===== src/rtl/psq_pkg.sv =====
package psq_pkg;
    typedef enum logic [2:0] {
        ST_RESET   = 3'd0,
        ST_STOP    = 3'd1,
        ST_RUN     = 3'd2,
        ST_DISCH   = 3'd3,
        ST_AUTOREC = 3'd4,
        ST_LATCHED = 3'd5
    } seq_state_t;

    typedef enum logic [3:0] {
        FC_NONE      = 4'd0,
        FC_SUPPLY_OV = 4'd1,
        FC_SD_OV     = 4'd2,
        FC_SD_OT     = 4'd3,
        FC_WINDING   = 4'd4,
        FC_AUX       = 4'd5,
        FC_CS        = 4'd6,
        FC_DIE       = 4'd7,
        FC_BROWNOUT  = 4'd8
    } fault_code_t;
endpackage


===== src/rtl/psq_persist.sv =====
// Counts ticks while enabled and the level is high; clears otherwise.
module psq_persist #(
    parameter int LIMIT = 3
) (
    input  logic clk,
    input  logic rst_n,
    input  logic tick,
    input  logic en,
    input  logic level,
    output logic reached
);
    localparam int W = $clog2(LIMIT + 1);
    localparam logic [W-1:0] LIM = W'(LIMIT);

    logic [W-1:0] cnt;

    always_ff @(posedge clk or negedge rst_n) begin
        if (!rst_n)
            cnt <= '0;
        else if (!(en && level))
            cnt <= '0;
        else if (tick && cnt != LIM)
            cnt <= cnt + 1'b1;
    end

    assign reached = en && level && (cnt == LIM);
endmodule


===== src/rtl/psq_fault_arb.sv =====
// Picks one fault by fixed precedence and its destination state.
module psq_fault_arb
    import psq_pkg::*;
#(
    parameter bit LATCHED = 1'b0
) (
    input  logic        winding,
    input  logic        sd_ot_ok,
    input  logic        aux_ok,
    input  logic        supply_ov,
    input  logic        sd_ov_ok,
    input  logic        cs_hit,
    input  logic        die_hot,
    input  logic        bo_ok,
    output logic        hit,
    output fault_code_t code,
    output seq_state_t  dest
);
    localparam seq_state_t HARD_DEST = LATCHED ? ST_LATCHED : ST_AUTOREC;

    always_comb begin
        hit  = 1'b1;
        code = FC_NONE;
        dest = ST_AUTOREC;
        if (winding) begin
            code = FC_WINDING;   dest = HARD_DEST;
        end else if (sd_ot_ok) begin
            code = FC_SD_OT;     dest = HARD_DEST;
        end else if (aux_ok) begin
            code = FC_AUX;       dest = HARD_DEST;
        end else if (supply_ov) begin
            code = FC_SUPPLY_OV; dest = ST_AUTOREC;
        end else if (sd_ov_ok) begin
            code = FC_SD_OV;     dest = ST_AUTOREC;
        end else if (cs_hit) begin
            code = FC_CS;        dest = ST_DISCH;
        end else if (die_hot) begin
            code = FC_DIE;       dest = ST_DISCH;
        end else if (bo_ok) begin
            code = FC_BROWNOUT;  dest = ST_DISCH;
        end else begin
            hit  = 1'b0;
        end
    end
endmodule


===== src/rtl/prot_seq.sv =====
module prot_seq
    import psq_pkg::*;
#(
    parameter int START_TICKS    = 24,
    parameter int CONFIRM_TICKS  = 3,
    parameter int AUX_TICKS      = 9000,
    parameter int BO_LONG_TICKS  = 5000,
    parameter int BO_SHORT_TICKS = 1500,
    parameter bit BO_SHORT       = 1'b0,
    parameter int RECOVER_TICKS  = 400000,
    parameter bit LATCHED        = 1'b0,
    parameter bit CS_CHECK_EN    = 1'b1
) (
    input  logic       clk,
    input  logic       rst_n,
    input  logic       tick,
    input  logic       supply_on,
    input  logic       below_off,
    input  logic       below_reset,
    input  logic       supply_ov,
    input  logic       sd_ov,
    input  logic       sd_ot,
    input  logic       sd_restart_ok,
    input  logic       winding_short,
    input  logic       aux_short,
    input  logic       cs_low,
    input  logic       on_blank_done,
    input  logic       brownout,
    input  logic       die_hot,
    output logic       gate_en,
    output logic       startup_cur,
    output logic [3:0] fault_code,
    output logic [2:0] seq_state
);
    localparam int BO_TICKS  = BO_SHORT ? BO_SHORT_TICKS : BO_LONG_TICKS;
    localparam int N_FILT    = 4;
    localparam int FLT_LIM [N_FILT] = '{CONFIRM_TICKS, CONFIRM_TICKS, AUX_TICKS, BO_TICKS};

    seq_state_t  state, nxt;
    fault_code_t code_q, arb_code;
    seq_state_t  arb_dest;
    logic        arb_hit, watch, cs_hit, start_done, rec_done, hiccup;
    logic [N_FILT-1:0] raw_flag, flt_ok;

    assign watch    = (state == ST_STOP) || (state == ST_RUN);
    assign raw_flag = {brownout, aux_short, sd_ot, sd_ov};

    // Persistence filters: SD overvoltage, SD overtemperature, aux short, brown-out
    for (genvar g = 0; g < N_FILT; g++) begin : g_filt
        psq_persist #(.LIMIT(FLT_LIM[g])) u_filt (
            .clk(clk), .rst_n(rst_n), .tick(tick),
            .en(watch), .level(raw_flag[g]), .reached(flt_ok[g])
        );
    end

    psq_persist #(.LIMIT(START_TICKS)) u_start (
        .clk(clk), .rst_n(rst_n), .tick(tick),
        .en(state == ST_RESET), .level(supply_on), .reached(start_done)
    );

    psq_persist #(.LIMIT(RECOVER_TICKS)) u_recover (
        .clk(clk), .rst_n(rst_n), .tick(tick),
        .en(state == ST_AUTOREC), .level(1'b1), .reached(rec_done)
    );

    assign cs_hit = CS_CHECK_EN && (state == ST_RUN) && on_blank_done && cs_low;

    psq_fault_arb #(.LATCHED(LATCHED)) u_arb (
        .winding(winding_short), .sd_ot_ok(flt_ok[1]), .aux_ok(flt_ok[2]),
        .supply_ov(supply_ov), .sd_ov_ok(flt_ok[0]), .cs_hit(cs_hit),
        .die_hot(die_hot), .bo_ok(flt_ok[3]),
        .hit(arb_hit), .code(arb_code), .dest(arb_dest)
    );

    always_comb begin
        nxt = state;
        unique case (state)
            ST_RESET:   if (start_done) nxt = ST_STOP;
            ST_STOP: begin
                if (below_off)      nxt = ST_RESET;
                else if (arb_hit)   nxt = arb_dest;
                else if (!brownout && !die_hot && sd_restart_ok) nxt = ST_RUN;
            end
            ST_RUN: begin
                if (below_off)      nxt = ST_RESET;
                else if (arb_hit)   nxt = arb_dest;
            end
            ST_DISCH:
                if (below_off || (code_q == FC_BROWNOUT && !brownout)) nxt = ST_RESET;
            ST_AUTOREC:
                if (rec_done && supply_on && (code_q != FC_SD_OT || sd_restart_ok))
                    nxt = ST_RESET;
            ST_LATCHED: if (below_reset) nxt = ST_RESET;
            default:    nxt = ST_RESET;
        endcase
    end

    always_ff @(posedge clk or negedge rst_n) begin
        if (!rst_n) begin
            state  <= ST_RESET;
            code_q <= FC_NONE;
            hiccup <= 1'b0;
        end else begin
            state <= nxt;
            if (watch && !below_off && arb_hit)
                code_q <= arb_code;
            if (below_off)
                hiccup <= 1'b1;
            else if (supply_on)
                hiccup <= 1'b0;
        end
    end

    always_comb begin
        gate_en     = (state == ST_RUN);
        startup_cur = (state == ST_RESET) ||
                      (((state == ST_AUTOREC) || (state == ST_LATCHED)) && hiccup);
        fault_code  = code_q;
        seq_state   = state;
    end
endmodule


===== config.mk =====
export PLATFORM = sky130hd
export DESIGN_NAME = prot_seq
export DESIGN_NICKNAME = d
export VERILOG_FILES = /design/src/rtl/psq_pkg.sv /design/src/rtl/psq_persist.sv /design/src/rtl/psq_fault_arb.sv /design/src/rtl/prot_seq.sv
export SDC_FILE = /design/constraint.sdc
export NUM_CORES = 1
export LEC_CHECK = 0
export ABC_CLOCK_PERIOD_IN_PS = 3100
export BUFFER_PORTS_ARGS = -buffer_cell sky130_fd_sc_hd__buf_4
export CAP_MARGIN = 10
export CORE_UTILIZATION = 25
export CTS_CLUSTER_SIZE = 12
export DETAILED_ROUTE_END_ITERATION = 8
export SLEW_MARGIN = 0
export SYNTH_ARGS = -nofsm -noshare
export SYNTH_HDL_FRONTEND = slang
export SYNTH_HIERARCHICAL = 1
export SYNTH_SLANG_ARGS = --single-unit

===== constraint.sdc =====
create_clock -name clk -period 3.1 [get_ports clk]
set_input_delay 0.31 -clock clk [delete_from_list [all_inputs] [get_ports clk]]
set_output_delay 0.31 -clock clk [all_outputs]
set_load 0.01 [all_outputs]

Yosys cells after proc, flatten, opt, wreduce, memory -nomap -nowiden
Index checks and enable logic that the tools add are counted.
W data, S select, Z words.
{ "word_totals": {"inputBits": 16, "word_cells": 132, "reg_bits": 63} }
{ "op_classes": {"eq_ne": 31, "n_addsub": 6, "reduce_logical": 38, "n_mux": 48} }
{ "ops": {"columns": ["operator", "count"], "rows": [
  ["$mux W3", 17],
  ["$mux W19", 2],
  ["$mux W4", 8],
  ["$mux W14", 2],
  ["$logic_and A1 B1 Y1", 27],
  ["$mux W13", 2],
  ["$add A19 B1 Y19 const B", 1],
  ["$eq A19 B19 Y1 const B", 1],
  ["$ne A19 B19 Y1 const B", 1],
  ["$pmux W3 S6", 1],
  ["$add A14 B1 Y14 const B", 1],
  ["$eq A14 B14 Y1 const B", 1],
  ["$ne A14 B14 Y1 const B", 1],
  ["$ne A2 B2 Y1 const B", 7],
  ["$add A13 B1 Y13 const B", 1],
  ["$eq A13 B13 Y1 const B", 1],
  ["$ne A13 B13 Y1 const B", 1],
  ["$mux W1", 10],
  ["$mux W5", 2],
  ["$ne A2 B1 Y1 const B", 5],
  ["$mux W2", 4],
  ["$eq A3 B2 Y1 const B", 2],
  ["$eq A3 B3 Y1 const B", 2],
  ["$reduce_and A6 Y1", 1],
  ["other kinds (14)", 22]
]} }

Logic depth before layout (Yosys ltp)
Gate-level depths: netlist of run 1.
{ "depth": {"depth_word": 15, "depth_mapped": 13, "depth_no_buf": 12} }

Cells and area by module
Netlist of run 1, hierarchy kept.
{ "by_module_without_submodules": {"columns": ["module", "cells_per_inst", "instances", "seq_area_each_um2", "area_each_um2"], "rows": [
  ["psq_persist at u_recover", 115, 1, 475.5, 1068.5],
  ["psq_persist at g_filt[2].u_filt", 82, 1, 350.3, 775.7],
  ["psq_persist at g_filt[3].u_filt", 80, 1, 325.3, 764.5],
  ["prot_seq", 56, 1, 200.2, 513.0],
  ["psq_persist at u_start", 28, 1, 125.1, 294.0],
  ["psq_persist at g_filt[0].u_filt ...", 11, 2, 50.0, 120.1],
  ["psq_fault_arb", 18, 1, 0.0, 130.1]
]} }

Worst setup path after synthesis of run 1
OpenSTA, ideal clock, no wires.
{ "synth_timing": {"path_kind": "reg2reg", "from": "register state[0], in the netlist seq_state[0]", "to": "register state[2], in the netlist seq_state[2]", "path_stages_with_launch": 14, "setup_time_ns": 0.127, "n_path_buf": 2, "t_required_ns": 2.973, "arrival_time_ns": 2.927, "slack_ns": 0.045, "cell_sequence": "dfrtp_1 > buf_2 > xnor2_1 > nor2_1 > nand2_1 > clkbuf_1 > nor2_1 > nor3_4 > nand3_1 > inv_1 > o41a_1 > a211o_1 > a21oi_2 > mux2_1"} }
{ "synth_rtl": {"columns": ["item", "line_no", "rtl"], "rows": [
  ["start: declaration", "prot_seq.sv:39", "seq_state_t state, nxt;"],
  ["start signal: assignment", "prot_seq.sv:104", "state <= nxt;"],
  ["$eq A3 B1 Y1 / $eq A3 B2 Y1 (equally long branches)", "prot_seq.sv:45", "assign watch = (state == ST_STOP) || (state == ST_RUN);"],
  ["$logic_or A1 B1 Y1 (*)", "prot_seq.sv:45", null],
  ["via watch", "prot_seq.sv:42", "logic arb_hit, watch, cs_hit, start_done, rec_done, hiccup;"],
  ["$logic_and A1 B1 Y1 (*) (2 in series)", "psq_persist.sv:26", "assign reached = en && level && (cnt == LIM);"],
  ["via flt_ok[2]", "prot_seq.sv:43", "logic [N_FILT-1:0] raw_flag, flt_ok;"],
  ["$mux W1 (*)", "psq_fault_arb.sv:29", "end else if (aux_ok) begin"],
  ["$mux W1 (*)", "psq_fault_arb.sv:27", "end else if (sd_ot_ok) begin"],
  ["$mux W1 (*)", "psq_fault_arb.sv:25", "if (winding) begin"],
  ["via arb_hit", "prot_seq.sv:42", null],
  ["$mux W3", "prot_seq.sv:81", "else if (arb_hit) nxt = arb_dest;"],
  ["$mux W3", "prot_seq.sv:80", "if (below_off) nxt = ST_RESET;"],
  ["$pmux W3 S6", "prot_seq.sv:77", "unique case (state)"]
]} }
The timed path passes the listed nets; every way through them passes the cells marked *. The select of a mux whose other input is x is not followed.
A chain may end at the register's enable or synchronous reset.

Final worst setup path of run 1
{ "layout_timing": {"from": "register g_filt[2].u_filt.cnt[10]", "to": "register state[2], in the netlist seq_state[2]"} }
{ "layout_between": {"elab_chain_cells": 8} }
{ "layout_lines": {"columns": ["item", "line_no", "rtl"], "rows": [
  ["start: declaration", "psq_persist.sv:15", "logic [W-1:0] cnt;"],
  ["start signal: assignment", "psq_persist.sv:23", "cnt <= cnt + 1'b1;"],
  ["$eq A14 B14 Y1 (*)", "psq_persist.sv:26", null],
  ["$logic_and A1 B1 Y1 (*)", "psq_persist.sv:26", null],
  ["via flt_ok[2]", "prot_seq.sv:43", null],
  ["$mux W1 (*)", "psq_fault_arb.sv:29", null],
  ["$mux W1 (*)", "psq_fault_arb.sv:27", null],
  ["$mux W1 (*)", "psq_fault_arb.sv:25", null],
  ["via arb_hit", "prot_seq.sv:42", null],
  ["$mux W3", "prot_seq.sv:81", null],
  ["$mux W3", "prot_seq.sv:80", null],
  ["$pmux W3 S6", "prot_seq.sv:77", null]
]} }
Marks and branches as above.

==> metrics.md, run 1 <==
| Metric | Value |
|---|---|
| DR DRC count | `0` |
| Vias in the first global route | `3194` |
| Initial core utilization | `25.9%` |
| WL/cell | `14.1 µm` |
| Core footprint | `14600 µm²` |
| Routed Antenna Nets | `0` |
| Relative slew margins | `44.4%` |
| Achievable clock frequency | `339 MHz` |
| Crit path DAT | `3.16 ns` |
| GPL Wtd Cong | `0.804` |
| Full die area | `15600 µm²` |
| GR Layer Usage met3 | `3.68%` |
| Antenna violations before repair | `0` |
| GR peak layer | `met2` |
| Layout cells sized above 1 | `17.4%` |
| Worst Path Buf+Inv | `1` |
| Area grow syn2layout | `18.2%` |
| Met1 usage | `14.2%` |
| CTS tree | `yes` |
| M2 GR Usage | `20.4%` |
| Antenna Cells | `0` |
| Outcome | `completed` |
| Tmin final | `2.95 ns` |
| Req. time, crit path | `3.31 ns` |
| H-tree levels | `3` |
| Total Routing Usage GR | `12.0%` |
| Dpl cells | `607` |
| WS Path Type | `reg2reg` |
| Hold WS | `0.0790 ns` |
| Clock-pin slew on the worst setup and hold paths | `0.05 ns` |
| Die Width | `125 µm` |
| Final HPWL DP | `6060 µm` |
| Root buffer cell | `clkbuf_16` |
| Hold WC Path Type | `in2async` |
| Post-synth EDFFs | `0` |
| Seq/Total Area, Yosys | `41.6%` |
| Synthesized cell area | `3790 µm²` |
| Async set or reset register ratio after synthesis | `100%` |
| Nets | `461` |
| Worst Skew | `0.00642 ns` |
| Finished Layout Cells | `621` |
| Drt pass-1 iters | `6` |
| Worst-margin pin slew | `0.835 ns` |
| Top Family by Delay on Critical Path | `simple AND/OR/NAND/NOR gates` |
| Top post-synthesis cells by area | `dfrtp_1, nor2_1, nand2_1, ha_1, xor2_1` |
| Synth unique cells | `71` |
| Post-Syn Instances | `401` |
| # port buffers | `24` |
| Synthesized flop and latch total | `63` |
| Share of the synthesized area in the top cell type | `41.6%` |
| Cell Pwr Density | `415 nW/µm²` |
| YS warnings | `6` |
| TritonCTS Buffers | `9` |
| Top_reg_cell synth | `dfrtp_1` |
| CP endpoint kind | `flop` |
| Max FO, Critical Path | `5` |
| Starting DRT DRC Count | `217` |
| Ports | `25` |
| # hold bufs at CTS | `0` |
| Syn avg cell area | `9.44 µm²` |
| Vias/cell | `5.06` |
| Worst-path cell chain | `or4b_4 -> or4_4 -> nor2_4 -> nor3_4 -> nand3_1 -> inv_1 -> o41a_1 -> a211o_1 -> a21oi_2 -> mux2_1` |
| Clk buf depth | `2` |
| Crit-path max cell delay | `0.57 ns` |
| First-pass GRT wire length | `15000 µm` |
| Max Slew Vio Count | `0` |
| Slowest-stage cell, CP | `or4_4` |
| Setup Viol. Count Final | `0` |
| Synth cell count leaders | `dfrtp_1, nor2_1, nand2_1` |
| Final worst-path cycle share | `95.1%` |
| Grt ovf | `0` |
| Most common cell in the netlist | `dfrtp_1` |
| P_leak | `0.00184 µW` |
| Element type at the critical path start | `flop` |
| Clock Sinks | `63` |
| Maxcap violations | `0` |
| Endpoints failing hold | `0` |
| Total Routed Length | `8740 µm` |
| Synth area leader | `dfrtp_1` |
| Die Span Y | `125 µm` |
| Worst IR Drop VDD | `0.000256 V` |
| Vias | `3141` |
| Row count | `44` |
| Clock latency on the worst-skew pair | `0.33 ns` |
| Largest net degree at the start of global routing | `64` |
## worst reg2reg max path, stage by stage, from the launching register on
cell,delay [ns]
dfrtp_1,0.41
or4b_4,0.56
or4_4,0.57
nor2_4,0.15
nor3_4,0.07
nand3_1,0.10
inv_1,0.06
o41a_1,0.10
a211o_1,0.38
a21oi_2,0.13
mux2_1,0.32
## state kept, by name, indices dropped and copies added (netlist names)
name               flops
hiccup                 1
fault_code             4
g_filt.u_filt/cnt     31
u_recover/cnt         19
u_start/cnt            5
seq_state              3
## layout make-up
type / count / area [µm²]
fillers: 1515 / 10200
multi-input cells: 309 / 2090
flip-flops and latches: 63 / 1580
clock buffers: 13 / 260
repair buffers: 33 / 248
well taps: 184 / 230
inverters: 18 / 67.6
clock inverters: 1 / 5.00
## worst paths after layout
| path | depth (start not counted) | end | slack, ns | startpoint |
|---|---|---|---|---|
| worst max register to register | 10 | seq_state[2] | 0.15 | g_filt[2].u_filt/cnt[10] |
| worst min register to register | 1 | hiccup | 0.48 | hiccup |
| worst min-delay path | 1 | u_recover/cnt[7] | 0.08 | rst_n |
| max in group asynchronous | 1 | fault_code[2] | 2.47 | rst_n |
| worst max-delay path | 10 | seq_state[2] | 0.15 | g_filt[2].u_filt/cnt[10] |
| min in group clk | 2 | hiccup | 0.20 | below_off |
## routing by layer
layer,part of all wire (%),wire [µm]
met5,0,0
met4,0.90,79
met3,3.9,340
met2,50,4360
met1,45,3960
## timing repair
action                     4_1_cts  5_1_grt
setup buffers                    0        0
setup endpoints to repair        1        1
gates resized for setup          1        1
## logic make-up after synthesis
logic type,count (synthesis),synth area share (%)
multiplexers,8,2.31
XOR/XNOR,27,6.25
AO/OA/AOI/OAI,63,11.7
AND/OR/NAND/NOR,198,30.9
flip-flops,63,41.6
other,1,0.0990
buffers and inverters,30,3.47
adder cells (fa/ha/maj),11,3.64
## metrics by stage
step	worst slack, ns	power, µW	setup TNS [ns]	utilization [%]	instance area (µm²)
floorplan	0.0450	902	0	-	3790
global route	-0.000457	1940	-0.000457	30.6	4480
global placement	0.0472	961	0	28.7	4200
detailed placement	0.00392	964	0	28.7	4200
CTS	0.0964	1890	0	30.5	4470
finish	0.152	1860	0	30.6	4480
## power breakdown
part | internal, µW | total [µW] | leakage (µW) | switching (µW)
clock | 573 | 909 | 0.000132 | 335
sequential | 835 | 846 | 0.000874 | 10.6
combinational | 42.5 | 103 | 0.000836 | 60.3
## cells in the final DEF (no fill, tap or decap), types with 4 or more instances in the layout
master,synthesis,routed
dfrtp_1,63,63
and3_1,7,7
a21oi_1,18,18
xor2_1,14,14
inv_1,18,18
nand2_1,37,37
and2_1,5,5
buf_4,2,33
nand3_1,14,14
o31ai_1,5,5
or3_1,9,9
nor4_1,7,7
nand4_1,18,18
nor3_1,10,10
mux2_2,5,5
nor2_1,42,41
ha_1,11,11
o21ai_0,10,10
xnor2_1,13,13
or4_1,7,7
a21oi_2,5,5
nand3b_1,4,4
clkbuf_16,0,9
Power figures use the tool's default switching activity.
==> run 2: changes to the inputs <==
--- a/config.mk
+++ b/config.mk
@@ -11,6 +11,8 @@
 export CORE_UTILIZATION = 25
 export CTS_CLUSTER_SIZE = 12
 export DETAILED_ROUTE_END_ITERATION = 8
+export GPL_TIMING_DRIVEN = 0
+export RECOVER_POWER = 50
 export SLEW_MARGIN = 0
 export SYNTH_ARGS = -nofsm -noshare
 export SYNTH_HDL_FRONTEND = slang
==> run 2 against run 1 <==
Against the previous run:
- the flow now finishes with violations (capacitance limit, slew limit)
- die area is the same
- fmax shrank 1.4%
- core utilization is essentially flat
- wire length shrank 4.6%
- clock-buffer cell count grew 1
- clock power shrank 3.1%
- critical path type unchanged
- critical endpoint unchanged
- largest cell class unchanged
==> metrics.md, run 2 (synthesized netlist as in run 1, its figures left out) <==
| Metric | Value |
|---|---|
| First-pass GRT wire length | `14500 µm` |
| Highest-count cells in the layout ignoring fill and taps | `dfrtp_1, nor2_1, nand2_1` |
| Worst Skew | `0.00555 ns` |
| Nets | `465` |
| Maxcap violations | `1` |
| Hold WC Path Type | `in2reg` |
| Worst hold start | `below_off` |
| Final HPWL DP | `5980 µm` |
| Post-Layout Inst Area | `4480 µm²` |
| Total Routing Usage GR | `11.4%` |
| Total Routed Length | `8330 µm` |
| # port buffers | `24` |
| CTS tree | `yes` |
| WS Path Type | `reg2reg` |
| TritonCTS Buffers | `9` |
| Max reg flops | `31` |
| CP startpoint | `g_filt[2].u_filt/cnt[7]` |
| Final worst-path cycle share | `96.4%` |
| Vias/cell | `4.90` |
| Ports | `25` |
| Setup Viol. Count Final | `0` |
| R2r startpoint | `g_filt[2].u_filt/cnt[7]` |
| Antenna violations before repair | `0` |
| Setup WS pre-CTS | `-0.707 ns` |
| Hold WS | `0.200 ns` |
| Core footprint | `14600 µm²` |
| Element type at the critical path start | `flop` |
| Largest regs | `g_filt.u_filt/cnt: 31 flops, u_recover/cnt: 19 flops, u_start/cnt: 5 flops` |
| Largest Register | `g_filt.u_filt/cnt` |
| Commonest non-fill, non-tap cell in the layout | `dfrtp_1` |
| Clock-pin slew on the worst setup and hold paths | `0.05 ns` |
| Area grow syn2layout | `18.3%` |
| GPL Wtd Cong | `0.814` |
| Clock Sinks | `63` |
| P_leak | `0.00183 µW` |
| Setup_tns | `0 ns` |
| Starting DRT DRC Count | `178` |
| Row count | `44` |
| Post-DP Area | `4200 µm²` |
| Max Slew Vio Count | `64` |
| Tmin final | `2.99 ns` |
| Routed Antenna Nets | `0` |
| Worst Slack Setup Final | `0.111 ns` |
| Failing checks | `capacitance limit, slew limit` |
| RSZ-0062 raised after global routing | `false` |
| Outcome | `finished with violations` |
| Die Width | `125 µm` |
| Largest net degree at the start of global routing | `64` |
| Relative slew margins | `-4.61%` |
| Root buffer cell | `clkbuf_16` |
| Final Core Density | `30.6%` |
| Antenna Cells | `0` |
| CP endpoint kind | `flop` |
| Endpoints failing hold | `0` |
| Full die area | `15600 µm²` |
| Die Span Y | `125 µm` |
| Layout cells sized above 1 | `17.0%` |
| Vias in the first global route | `3040` |
| Req. time, crit path | `3.31 ns` |
| Grt ovf | `0` |
| Clk buf depth | `2` |
| Vias | `3070` |
| Crit path DAT | `3.20 ns` |
| Achievable clock frequency | `335 MHz` |
| Max FO, Critical Path | `6` |
| H-tree levels | `3` |
| Drt pass-1 iters | `6` |
| Initial core utilization | `25.9%` |
| Worst IR Drop VDD | `0.000303 V` |
| Clock latency on the worst-skew pair | `0.33 ns` |
| WL/cell | `13.3 µm` |
| Cell Pwr Density | `409 nW/µm²` |
| Worst-margin pin slew | `1.57 ns` |
| DR DRC count | `0` |
run 2: repair_timing:
action                     4_1_cts  5_1_grt
setup endpoints to repair        7        1
hold buffers                     0        0
resized for setup                3        3
pin swaps                        1        0
buffers inserted                 3        0
run 2: area by class of cell:
cell class	instances	area (µm²)
Timing Repair Buffer	27	189
Multi-Input combinational cell	309	2100
Buffer	10	56.3
Clock buffer	14	254
Inverter	18	67.6
Fill cell	1527	10200
Tap cell	184	230
Sequential cell	63	1580
Clock inverter	1	5.00
run 2: worst paths after layout:
path	end	cells past startpoint	slack, ns
min in group asynchronous	u_recover/cnt[16]	1	0.37
hold reg to reg	hiccup	1	0.48
max in group asynchronous	g_filt[2].u_filt/cnt[13]	1	1.78
setup / recovery	seq_state[2]	10	0.11
setup reg to reg	seq_state[2]	10	0.11
hold / removal	hiccup	2	0.20
run 2: power by group:
group / total [µW] / internal [µW] / switching (µW) / leakage [µW]
clock network: 881 / 556 / 325 / 0.000127
registers: 847 / 835 / 11.3 / 0.000874
logic: 104 / 43.7 / 59.9 / 0.000831
run 2: layer usage:
metal,share of wire (%),GRT usage (%)
met5,0,0
met1,47,14.7
met3,3.7,2.87
met2,48,18.6
met4,1.4,3.87
run 2: metrics by stage:
stage / total power (µW) / std cells
floorplan: 902 / 402
global placement: 964 / 610
detailed placement: 967 / 610
CTS: 1860 / 626
global route: 1900 / 626
finish: 1830 / 626
run 2: worst max-delay path, cell delays in order, from the launching register on:
cell	delay [ns]
dfrtp_1	0.43
or4b_4	0.54
or4_4	0.57
nor2_4	0.15
nor3_4	0.07
nand3_1	0.10
inv_1	0.06
o41a_1	0.10
a211o_1	0.37
a21oi_2	0.14
mux2_1	0.33
==> run 3: changes to the inputs <==
--- a/config.mk
+++ b/config.mk
@@ -11,7 +11,7 @@
 export CORE_UTILIZATION = 25
 export CTS_CLUSTER_SIZE = 12
 export DETAILED_ROUTE_END_ITERATION = 8
-export GPL_TIMING_DRIVEN = 0
+export GPL_TIMING_DRIVEN = 1
 export RECOVER_POWER = 50
 export SLEW_MARGIN = 0
 export SYNTH_ARGS = -nofsm -noshare
==> run 3 against run 2 <==
Against the previous run:
- the flow still finishes with violations (capacitance limit, slew limit)
- via count increased by 2.3%
- register-to-register slack improved by 0.04 ns
- global-route usage increased by 0.59 points
- final cell count decreased by 0.80%
- core utilization decreased by 0.12 points
- sequential cell count unchanged
- clock skew increased by 0.0012 ns
- fmax increased by 1.2%
- wire length increased by 4.7%
- cell area decreased by 0.39%
- hold slack got worse by 0.0029 ns
- total power increased by 1.1%
- critical path type unchanged
- largest cell class unchanged
- largest power group unchanged
- highest routed layer unchanged
==> metrics.md, run 3 (synthesized netlist as in run 1, its figures left out) <==
| Metric | Value |
|---|---|
| Outcome | `finished with violations` |
| Failing checks | `capacitance limit, slew limit` |
| Row count | `44` |
| WL/cell | `14.0 µm` |
| Setup_tns | `0 ns` |
| Ports | `25` |
| Max FO, Critical Path | `5` |
| CTS resizes | `1` |
| Worst-margin pin slew | `1.62 ns` |
| Grt ovf | `0` |
| TritonCTS Buffers | `9` |
| Drt pass-1 iters | `6` |
| Vias/cell | `5.06` |
| Worst IR Drop VDD | `0.000257 V` |
| Endpoints failing hold | `0` |
| Core footprint | `14600 µm²` |
| Total Power | `1850 µW` |
| Die Width | `125 µm` |
| Nets | `461` |
| Worst Path Buf+Inv | `1` |
| Starting DRT DRC Count | `197` |
| H-tree levels | `3` |
| Achievable clock frequency | `339 MHz` |
| Element type at the critical path start | `flop` |
| Clock latency on the worst-skew pair | `0.33 ns` |
| Clock-pin slew on the worst setup and hold paths | `0.05 ns` |
| Area grow syn2layout | `17.9%` |
| Cell Pwr Density | `415 nW/µm²` |
| Antenna violations before repair | `0` |
| Number of filler cells placed in the layout | `1522` |
| Largest regs | `g_filt.u_filt/cnt: 31 flops, u_recover/cnt: 19 flops, u_start/cnt: 5 flops` |
| Crit-path max cell delay | `0.57 ns` |
| Vias | `3141` |
| Clk buf depth | `2` |
| First-pass GRT wire length | `15000 µm` |
| Die Span Y | `125 µm` |
| Layout cells sized above 1 | `16.7%` |
| Vias in the first global route | `3194` |
| CP endpoint kind | `flop` |
| R2R Path End | `seq_state[2]` |
| Clock Sinks | `63` |
| # port buffers | `24` |
| Maxcap violations | `1` |
| Max Slew Vio Count | `64` |
| Final Core Density | `30.5%` |
| Flop2flop setup slack | `0.15 ns` |
| Total Routed Length | `8730 µm` |
| Crit path to | `seq_state[2]` |
| # hold bufs at CTS | `0` |
| Area taken by flip-flops and latches | `1580 µm²` |
| Area of the multi-input gates | `2090 µm²` |
| Full die area | `15600 µm²` |
| GPL Wtd Cong | `0.804` |
| Tmin final | `2.95 ns` |
| Hold WS | `0.198 ns` |
| Largest Register | `g_filt.u_filt/cnt` |
| Reg2Reg Depth | `10` |
| Setup Viol. Count Final | `0` |
| WS Path Type | `reg2reg` |
| Initial core utilization | `25.9%` |
| Hold WC Path Type | `in2reg` |
| Crit path DAT | `3.17 ns` |
| Worst-path cell chain | `or4b_4 -> or4_4 -> nor2_4 -> nor3_4 -> nand3_1 -> inv_1 -> o41a_1 -> a211o_1 -> a21oi_2 -> mux2_1` |
| Highest-count cells in the layout ignoring fill and taps | `dfrtp_1, nor2_1, nand2_1` |
| Antenna Cells | `0` |
| Final worst-path cycle share | `95.3%` |
| DR DRC count | `0` |
| Worst Skew | `0.00677 ns` |
| Routed Antenna Nets | `0` |
| Postcts setup bufs | `0` |
| Total Routing Usage GR | `12.0%` |
| R2r startpoint | `g_filt[2].u_filt/cnt[10]` |
| Final HPWL DP | `6060 µm` |
| Slowest-stage cell, CP | `or4_4` |
| Commonest non-fill, non-tap cell in the layout | `dfrtp_1` |
| Largest net degree at the start of global routing | `64` |
| CTS tree | `yes` |
| Max reg flops | `31` |
| Req. time, crit path | `3.32 ns` |
| CP startpoint | `g_filt[2].u_filt/cnt[10]` |
| Root buffer cell | `clkbuf_16` |
| Relative slew margins | `-7.80%` |
| Crit. path cell count | `10` |
| Top Family by Delay on Critical Path | `simple AND/OR/NAND/NOR gates` |
| P_leak | `0.00183 µW` |
## run 3: changes by cell type in the layout (fill, tap and decap cells not counted), sizes merged
| cell | before | now |
|---|---|---|
| clkbuf | 23 | 17 |
| buf | 28 | 29 |
## run 3: metrics by stage
stage	area (µm²)	cells	setup WS (ns)
finish	4460	621	0.147
global route	4460	621	-0.000457
CTS	4470	621	0.0964
detailed placement	4200	607	0.00392
global placement	4200	607	0.0472
floorplan	3790	402	0.0450
## run 3: where the power goes
group / internal (µW) / switching [µW] / total (µW)
clock network: 573 / 335 / 908
logic: 36.2 / 60.4 / 96.6
registers: 835 / 10.6 / 846
## run 3: routing by layer
layer	vias to the layer above	track usage, %	routed length [µm]	part of all wire [%]
li1	1534	-	-	-
met1	1547	14.2	3950	45
met2	50	20.4	4350	50
met3	10	3.68	336	3.9
met4	0	4.30	85	0.97
met5	-	0	0	0
## run 3: how the worst min path moves through the flow
| stage | from | end | slack [ns] | cells after the start |
|---|---|---|---|---|
| global route | below_off | hiccup | 0.19 | 2 |
| floorplan | rst_n | fault_code[0] | 0.01 | 0 |
| finish | below_off | hiccup | 0.20 | 2 |
| detailed placement | rst_n | u_recover/cnt[12] | 0.46 | 1 |
| global placement | rst_n | u_recover/cnt[12] | 0.46 | 1 |
| CTS | rst_n | u_recover/cnt[9] | 0.11 | 1 |
## run 3: layout make-up
class	count	area share, %
Clock buffer	13	5.83
Clock inverter	1	0.112
Inverter	18	1.51
Multi-Input combinational cell	309	46.8
Sequential cell	63	35.3
Tap cell	184	5.16
Timing Repair Buffer	33	5.24
